## src/rtl/wdog_pkg.sv

```systemverilog
package wdog_pkg;

  // Register byte offsets
  localparam logic [7:0] OFS_COUNT = 8'h28;
  localparam logic [7:0] OFS_LOAD  = 8'h2C;
  localparam logic [7:0] OFS_KICK  = 8'h30;
  localparam logic [7:0] OFS_STAT  = 8'h34;
  localparam logic [7:0] OFS_CTRL  = 8'h48;

  // Status bit that flags an in-flight control write
  localparam int STAT_PEND_BIT = 4;

  // Handshake words
  localparam logic [31:0] KEY_OFF_A = 32'h0000_AAAA;
  localparam logic [31:0] KEY_OFF_B = 32'h0000_5555;
  localparam logic [31:0] KEY_ON_A  = 32'h0000_BBBB;
  localparam logic [31:0] KEY_ON_B  = 32'h0000_4444;

  typedef enum logic [1:0] {
    SEQ_IDLE      = 2'd0,
    SEQ_OFF_ARMED = 2'd1,
    SEQ_ON_ARMED  = 2'd2
  } seq_state_e;

endpackage

```

## src/rtl/wdog_regs.sv

```systemverilog
module wdog_regs
  import wdog_pkg::*;
#(
  parameter int          ADDR_W   = 8,
  parameter int          DATA_W   = 32,
  parameter logic [31:0] LOAD_RST = 32'hFFFF_0000
) (
  input  logic              clk,
  input  logic              rst_n,
  input  logic              bus_we,
  input  logic [ADDR_W-1:0] bus_addr,
  input  logic [DATA_W-1:0] bus_wdata,
  input  logic [DATA_W-1:0] cnt_val,
  input  logic [DATA_W-1:0] ctrl_val,
  input  logic              pend,
  output logic [DATA_W-1:0] load_val,
  output logic              ctrl_wr,
  output logic              kick_wr,
  output logic [DATA_W-1:0] rdata
);

  logic              hit_count, hit_load, hit_kick, hit_stat, hit_ctrl;
  logic              load_en;
  logic [DATA_W-1:0] load_q, load_n;
  logic [DATA_W-1:0] stat_word;

  // Address decode
  always_comb begin
    hit_count = (bus_addr == ADDR_W'(OFS_COUNT));
    hit_load  = (bus_addr == ADDR_W'(OFS_LOAD));
    hit_kick  = (bus_addr == ADDR_W'(OFS_KICK));
    hit_stat  = (bus_addr == ADDR_W'(OFS_STAT));
    hit_ctrl  = (bus_addr == ADDR_W'(OFS_CTRL));
  end

  // Write strobes
  always_comb begin
    ctrl_wr = bus_we && hit_ctrl;
    kick_wr = bus_we && hit_kick;
    load_en = bus_we && hit_load;
    load_n  = bus_wdata;
  end

  always_ff @(posedge clk or negedge rst_n) begin
    if (!rst_n) begin
      load_q <= DATA_W'(LOAD_RST);
    end else if (load_en) begin
      load_q <= load_n;
    end
  end

  assign load_val = load_q;

  always_comb begin
    stat_word                = '0;
    stat_word[STAT_PEND_BIT] = pend;
  end

  // Read mux
  always_comb begin
    rdata = '0;
    if (hit_count) rdata = cnt_val;
    if (hit_load)  rdata = load_q;
    if (hit_stat)  rdata = stat_word;
    if (hit_ctrl)  rdata = ctrl_val;
  end

endmodule

```

## src/rtl/wdog_sync.sv

```systemverilog
module wdog_sync #(
  parameter int DATA_W      = 32,
  parameter int SYNC_CYCLES = 4
) (
  input  logic              clk,
  input  logic              rst_n,
  input  logic              ctrl_wr,
  input  logic [DATA_W-1:0] wdata,
  output logic              pend,
  output logic [DATA_W-1:0] ctrl_val,
  output logic              apply,
  output logic [DATA_W-1:0] apply_val
);

  localparam int PW = $clog2(SYNC_CYCLES + 1);

  logic [PW-1:0]     pcnt_q, pcnt_n;
  logic              pcnt_en;
  logic [DATA_W-1:0] val_q, val_n;
  logic              val_en;
  logic              accept;

  // Next state
  always_comb begin
    accept  = ctrl_wr && (pcnt_q == '0);
    pcnt_n  = pcnt_q;
    pcnt_en = 1'b0;
    val_n   = val_q;
    val_en  = 1'b0;
    if (accept) begin
      pcnt_n  = PW'(SYNC_CYCLES);
      pcnt_en = 1'b1;
      val_n   = wdata;
      val_en  = 1'b1;
    end else if (pcnt_q != '0) begin
      pcnt_n  = pcnt_q - PW'(1);
      pcnt_en = 1'b1;
    end
  end

  // Registers
  always_ff @(posedge clk or negedge rst_n) begin
    if (!rst_n) begin
      pcnt_q <= '0;
    end else if (pcnt_en) begin
      pcnt_q <= pcnt_n;
    end
  end

  always_ff @(posedge clk or negedge rst_n) begin
    if (!rst_n) begin
      val_q <= '0;
    end else if (val_en) begin
      val_q <= val_n;
    end
  end

  assign pend      = (pcnt_q != '0);
  assign apply     = (pcnt_q == PW'(1));
  assign ctrl_val  = val_q;
  assign apply_val = val_q;

endmodule

```

## src/rtl/wdog_seq.sv

```systemverilog
module wdog_seq
  import wdog_pkg::*;
#(
  parameter int DATA_W = 32
) (
  input  logic              clk,
  input  logic              rst_n,
  input  logic              apply,
  input  logic [DATA_W-1:0] apply_val,
  output logic              enable,
  output logic              reload
);

  seq_state_e st_q, st_n;
  logic       en_q, en_n;
  logic       is_off_a, is_off_b, is_on_a, is_on_b;

  always_comb begin
    is_off_a = (apply_val == DATA_W'(KEY_OFF_A));
    is_off_b = (apply_val == DATA_W'(KEY_OFF_B));
    is_on_a  = (apply_val == DATA_W'(KEY_ON_A));
    is_on_b  = (apply_val == DATA_W'(KEY_ON_B));
  end

  // Next state
  always_comb begin
    st_n   = st_q;
    en_n   = en_q;
    reload = 1'b0;
    if (apply) begin
      case (st_q)
        SEQ_IDLE: begin
          if (is_off_a)     st_n = SEQ_OFF_ARMED;
          else if (is_on_a) st_n = SEQ_ON_ARMED;
          else              st_n = SEQ_IDLE;
        end
        SEQ_OFF_ARMED: begin
          st_n = SEQ_IDLE;
          if (is_off_b) en_n = 1'b0;
        end
        SEQ_ON_ARMED: begin
          st_n = SEQ_IDLE;
          if (is_on_b) begin
            en_n   = 1'b1;
            reload = 1'b1;
          end
        end
        default: st_n = SEQ_IDLE;
      endcase
    end
  end

  // Registers
  always_ff @(posedge clk or negedge rst_n) begin
    if (!rst_n) begin
      st_q <= SEQ_IDLE;
      en_q <= 1'b1;
    end else if (apply) begin
      st_q <= st_n;
      en_q <= en_n;
    end
  end

  assign enable = en_q;

endmodule

```

## src/rtl/wdog_count.sv

```systemverilog
module wdog_count #(
  parameter int          DATA_W   = 32,
  parameter logic [31:0] LOAD_RST = 32'hFFFF_0000
) (
  input  logic              clk,
  input  logic              rst_n,
  input  logic              tick,
  input  logic              enable,
  input  logic              reload,
  input  logic              kick,
  input  logic [DATA_W-1:0] load_val,
  output logic [DATA_W-1:0] cnt,
  output logic              rst_req
);

  localparam logic [DATA_W-1:0] CNT_MAX = '1;

  logic [DATA_W-1:0] cnt_q, cnt_n;
  logic              cnt_en;
  logic              req_q, req_n;

  // Next state
  always_comb begin
    cnt_n  = cnt_q;
    cnt_en = 1'b0;
    req_n  = 1'b0;
    if (reload || kick) begin
      cnt_n  = load_val;
      cnt_en = 1'b1;
    end else if (enable && tick) begin
      cnt_en = 1'b1;
      if (cnt_q == CNT_MAX) begin
        cnt_n = load_val;
        req_n = 1'b1;
      end else begin
        cnt_n = cnt_q + DATA_W'(1);
      end
    end
  end

  // Registers
  always_ff @(posedge clk or negedge rst_n) begin
    if (!rst_n) begin
      cnt_q <= DATA_W'(LOAD_RST);
    end else if (cnt_en) begin
      cnt_q <= cnt_n;
    end
  end

  always_ff @(posedge clk or negedge rst_n) begin
    if (!rst_n) begin
      req_q <= 1'b0;
    end else begin
      req_q <= req_n;
    end
  end

  assign cnt     = cnt_q;
  assign rst_req = req_q;

endmodule

```

## src/rtl/wdog_top.sv

```systemverilog
module wdog_top #(
  parameter int          ADDR_W      = 8,
  parameter int          SYNC_CYCLES = 4,
  parameter logic [31:0] LOAD_RST    = 32'hFFFF_0000
) (
  input  logic              clk,
  input  logic              rst_n,
  input  logic              tick,
  input  logic              bus_we,
  input  logic [ADDR_W-1:0] bus_addr,
  input  logic [31:0]       bus_wdata,
  output logic [31:0]       bus_rdata,
  output logic              wdt_rst_req
);

  localparam int DATA_W = 32;

  logic [1:0]        rst_sync_q;
  logic              rst_n_int;
  logic [DATA_W-1:0] cnt, load_val, ctrl_val, apply_val;
  logic              pend, ctrl_wr, kick_wr, apply, enable, reload;

  // Reset: asserts at once, releases on the second clock edge
  always_ff @(posedge clk or negedge rst_n) begin
    if (!rst_n) begin
      rst_sync_q <= 2'b00;
    end else begin
      rst_sync_q <= {rst_sync_q[0], 1'b1};
    end
  end

  assign rst_n_int = rst_sync_q[1];

  wdog_regs #(
    .ADDR_W   (ADDR_W),
    .DATA_W   (DATA_W),
    .LOAD_RST (LOAD_RST)
  ) i_regs (
    .clk       (clk),
    .rst_n     (rst_n_int),
    .bus_we    (bus_we),
    .bus_addr  (bus_addr),
    .bus_wdata (bus_wdata),
    .cnt_val   (cnt),
    .ctrl_val  (ctrl_val),
    .pend      (pend),
    .load_val  (load_val),
    .ctrl_wr   (ctrl_wr),
    .kick_wr   (kick_wr),
    .rdata     (bus_rdata)
  );

  wdog_sync #(
    .DATA_W      (DATA_W),
    .SYNC_CYCLES (SYNC_CYCLES)
  ) i_sync (
    .clk       (clk),
    .rst_n     (rst_n_int),
    .ctrl_wr   (ctrl_wr),
    .wdata     (bus_wdata),
    .pend      (pend),
    .ctrl_val  (ctrl_val),
    .apply     (apply),
    .apply_val (apply_val)
  );

  wdog_seq #(
    .DATA_W (DATA_W)
  ) i_seq (
    .clk       (clk),
    .rst_n     (rst_n_int),
    .apply     (apply),
    .apply_val (apply_val),
    .enable    (enable),
    .reload    (reload)
  );

  wdog_count #(
    .DATA_W   (DATA_W),
    .LOAD_RST (LOAD_RST)
  ) i_count (
    .clk      (clk),
    .rst_n    (rst_n_int),
    .tick     (tick),
    .enable   (enable),
    .reload   (reload),
    .kick     (kick_wr),
    .load_val (load_val),
    .cnt      (cnt),
    .rst_req  (wdt_rst_req)
  );

endmodule

```

## config.mk

```make
export PLATFORM = sky130hd
export DESIGN_NAME = wdog_top
export DESIGN_NICKNAME = d
export VERILOG_FILES = /design/src/rtl/wdog_pkg.sv /design/src/rtl/wdog_regs.sv /design/src/rtl/wdog_sync.sv /design/src/rtl/wdog_seq.sv /design/src/rtl/wdog_count.sv /design/src/rtl/wdog_top.sv
export SDC_FILE = /design/constraint.sdc
export NUM_CORES = 1
export LEC_CHECK = 0
export BUFFER_PORTS_ARGS = -buffer_cell sky130_fd_sc_hd__buf_2
export CORE_ASPECT_RATIO = 1.4
export CORE_MARGIN = 8
export CORE_UTILIZATION = 50
export CTS_CLUSTER_DIAMETER = 40
export DETAILED_ROUTE_END_ITERATION = 7
export PLACE_DENSITY_LB_ADDON = 0.15
export REMOVE_ABC_BUFFERS = 1
export SLEW_MARGIN = 15
export SYNTH_ARGS = -nofsm -noshare
export SYNTH_HDL_FRONTEND = slang
export SYNTH_SLANG_ARGS = --single-unit
export TNS_END_PERCENT = 20
```

## constraint.sdc

```tcl
create_clock -name clk -period 3.64 [get_ports clk]
set_clock_uncertainty 0.1 [all_clocks]
set_input_delay 0.182 -clock clk [delete_from_list [all_inputs] [get_ports clk]]
set_output_delay 0.182 -clock clk [all_outputs]
set_load 0.05 [all_outputs]
```

==> reports/results.ini <==
[floorplanning]
start_util=0.511
die_area_sq_um=15300
ios=77
dieWidth_um=107
core-area_sq_um=11300
rows=46
die_y_um=143

[detailed_routing]
num_vias=4807
ant_nets=0
viasPerCell=6.18
routed_wl_mm=15.2
drcViolationCount=6
drt_iter0_drc=388
drt-pass1-iter-count=8
drt-wirelength-per-cell_um=19.5

[worst_setup_path]
end_kind=flip-flop
crit_family=simple AND/OR/NAND/NOR gates
path_class=flip-flop to flip-flop
crit_required_ns=3.80
path_cells=inv_1 > ha_1 > nor2b_1 > nand3_1 > or4_4 > o211a_2 > buf_4 > a21oi_1 > a2bb2oi_1
r2r_slack_ns=0.58
arrival_ns=3.22
cpMaxStageDelayCell=or4_4
path_buf_inv=2
cp_slowest_stage_delay_ns=0.60
cp_max_fo=34
startpoint_type=flip-flop

[power_and_ir_drop]
power_frac_clock=0.411
seq_power_share=0.504
swShare=0.226
netSwitchingPower_mw=0.572
p_int_mw=1.95
p_total_mw=2.53
max-vdd-ir-drop_mv=0.266
powerDensity_nw_per_um2=365
leakage_nw=3.46
comb_power_share=0.085

[cells_and_area]
diodes=0
post-route-util=0.614
area_delta_synth_final_pct=20.2
fill_cells=957
finalNetCount=677
drive_above_1_share=0.350

[global_route]
grt_usage=0.204
antenna_found_initial=0
grt_max_degree=84
grt_pass1_wl_mm=25.0
grt_overflow_total=0
first_global_vias=4910

[placed_design]
place_hpwl_mm=10.4
place_ws_ns=0.597
gp_congestion=0.875
io_buffers=76

[clock_network]
clockBufferDepth=2
cts_sinks=105
h-tree-depth=3
post_cts_buffers=0
clk_pin_slew_worst_paths_ns=0.07
cts_buffers=9
cts_tree=built
clk_latency_ns=0.34
ctsRootBufferMaster=clkbuf_16

[yosys]
netlist_top_cells_area=dfrtp_1 (31%), dfstp_2 (15%), mux2_2 (13%), a222oi_1 (5.4%), mux2i_1 (4.3%)
async_reset_ff_frac=1.00
synth_cell_types=55
synth_most_common_cell=dfrtp_1
synth_edf_count=0
synth_top_flop_cell=dfrtp_1
synth_top_area_cell=dfrtp_1
syn_inst=533
yosys_warnings=0
avgSynthCellArea_sq_um=10.8
synth_top_area_frac=0.313
ys_ff_latch=105
ys_seq_area_frac=0.463
syn_area_sq_um=5760
synthTopCellsByCount=dfrtp_1 (72), mux2_2 (64), inv_1 (41)

[timing]
hold_ws_ns=0.0168
tightest_slew_ns=0.983
hold_viol_final=0
finalMaxSlewViolations=0
rsz0062_at_grt=false
finalWorstSetupSlack_ns=0.582
setup_tns_ns=0
maxSlewHeadroom=0.345
timing.fmax_mhz=327
fin_crit_sh=0.840
min_period_ns=3.06
setup_viol_count_final=0

[hold_path]
worstHoldPathType=primary input to flip-flop

[status]
status=finished, violations left
failed_checks=design-rule violations

[flow_run]
drv_cap=0

-- layer usage --
layer  vias to the layer above  track usage  routed length [um]
met5                         -            0                   0
met4                         0       0.0818                 344
met2                       164        0.346                7740
li1                       2208            -                   -
met1                      2410        0.248                6260
met3                        25       0.0361                 832
-- what timing repair did --
item                                   4_1_cts  5_1_grt
resized for setup                            0        0
hold buffers                                32        0
endpoints found under the hold margin       63        0
-- power by group through the flow --
stage	clock network, mW	logic, mW	registers (mW)
after floorplan	0	0.109	1.29
after global placement	0	0.162	1.30
after detailed placement	0	0.174	1.31
after CTS	1.06	0.200	1.29
after global routing	1.10	0.243	1.28
final	1.04	0.214	1.27
-- kinds of logic (layout without fill, tap and decap cells) --
group	count (synthesis)	count (layout)	synth area share
adder cells (fa/ha/maj)	4	4	0.00869
multiplexers	93	93	0.179
AND/OR/NAND/NOR	140	140	0.142
buffers and inverters	82	183	0.0615
AO/OA/AOI/OAI	108	108	0.145
other	1	1	0.000651
flip-flops	105	105	0.463
-- layout by cell type, fill, tap and decap left out, types with 13 or more instances in the layout --
| master | synthesis | final |
|---|---|---|
| dfstp_2 | 33 | 33 |
| a2bb2oi_1 | 18 | 18 |
| a21oi_1 | 26 | 26 |
| nor2_1 | 13 | 13 |
| buf_4 | 4 | 17 |
| mux2_2 | 64 | 64 |
| dlygate4sd3_1 | 0 | 32 |
| nand4_1 | 16 | 16 |
| buf_2 | 12 | 76 |
| dfrtp_1 | 72 | 71 |
| inv_1 | 41 | 41 |
| a222oi_1 | 31 | 31 |
| mux2i_1 | 25 | 25 |
| nand2_1 | 29 | 29 |
| nand3_1 | 31 | 31 |
-- stage by stage --
step                      cell area, sq um  std cells
after detailed placement              6260        729
after global placement                6260        729
final                                 6930        778
after CTS                             6900        777
after global routing                  6930        778
after floorplan                       5560        492
-- final timing paths --
kind                                         startpoint                          endpoint  depth (start not counted)
min reg2reg                     rst_sync_q[1]$_DFF_PN0_  i_sync.apply_val[21]$_DFFE_PN0P_                          0
min                                        bus_wdata[2]   i_sync.apply_val[2]$_DFFE_PN0P_                          2
max                        i_sync.pcnt_q[1]$_DFFE_PN0P_       i_count.cnt[20]$_DFFE_PN1P_                          9
max in group asynchronous       rst_sync_q[1]$_DFF_PN0_   i_sync.apply_val[0]$_DFFE_PN0P_                          2
min in group asynchronous                         rst_n           rst_sync_q[1]$_DFF_PN0_                          2
max reg2reg                i_sync.pcnt_q[1]$_DFFE_PN0P_       i_count.cnt[20]$_DFFE_PN1P_                          9
-- layout make-up --
cell class | count | area [sq um] | area share
multi-input combinational | 346 | 2740 | 0.396
sequential | 105 | 2670 | 0.386
timing repair buffer | 126 | 856 | 0.124
clock buffer | 11 | 243 | 0.0350
tap | 144 | 180 | 0.0260
inverter | 41 | 154 | 0.0222
clock inverter | 5 | 78.8 | 0.0114
-- state kept, by name, indices dropped and copies added, names as in the netlist --
name / flops
i_count.cnt: 32
i_count.rst_req: 1
i_regs.load_val: 32
i_seq.enable: 1
i_seq.st_q: 2
i_sync.apply_val: 32
i_sync.pcnt_q: 3
rst_sync_q: 2
Power figures use the tool's default switching activity.
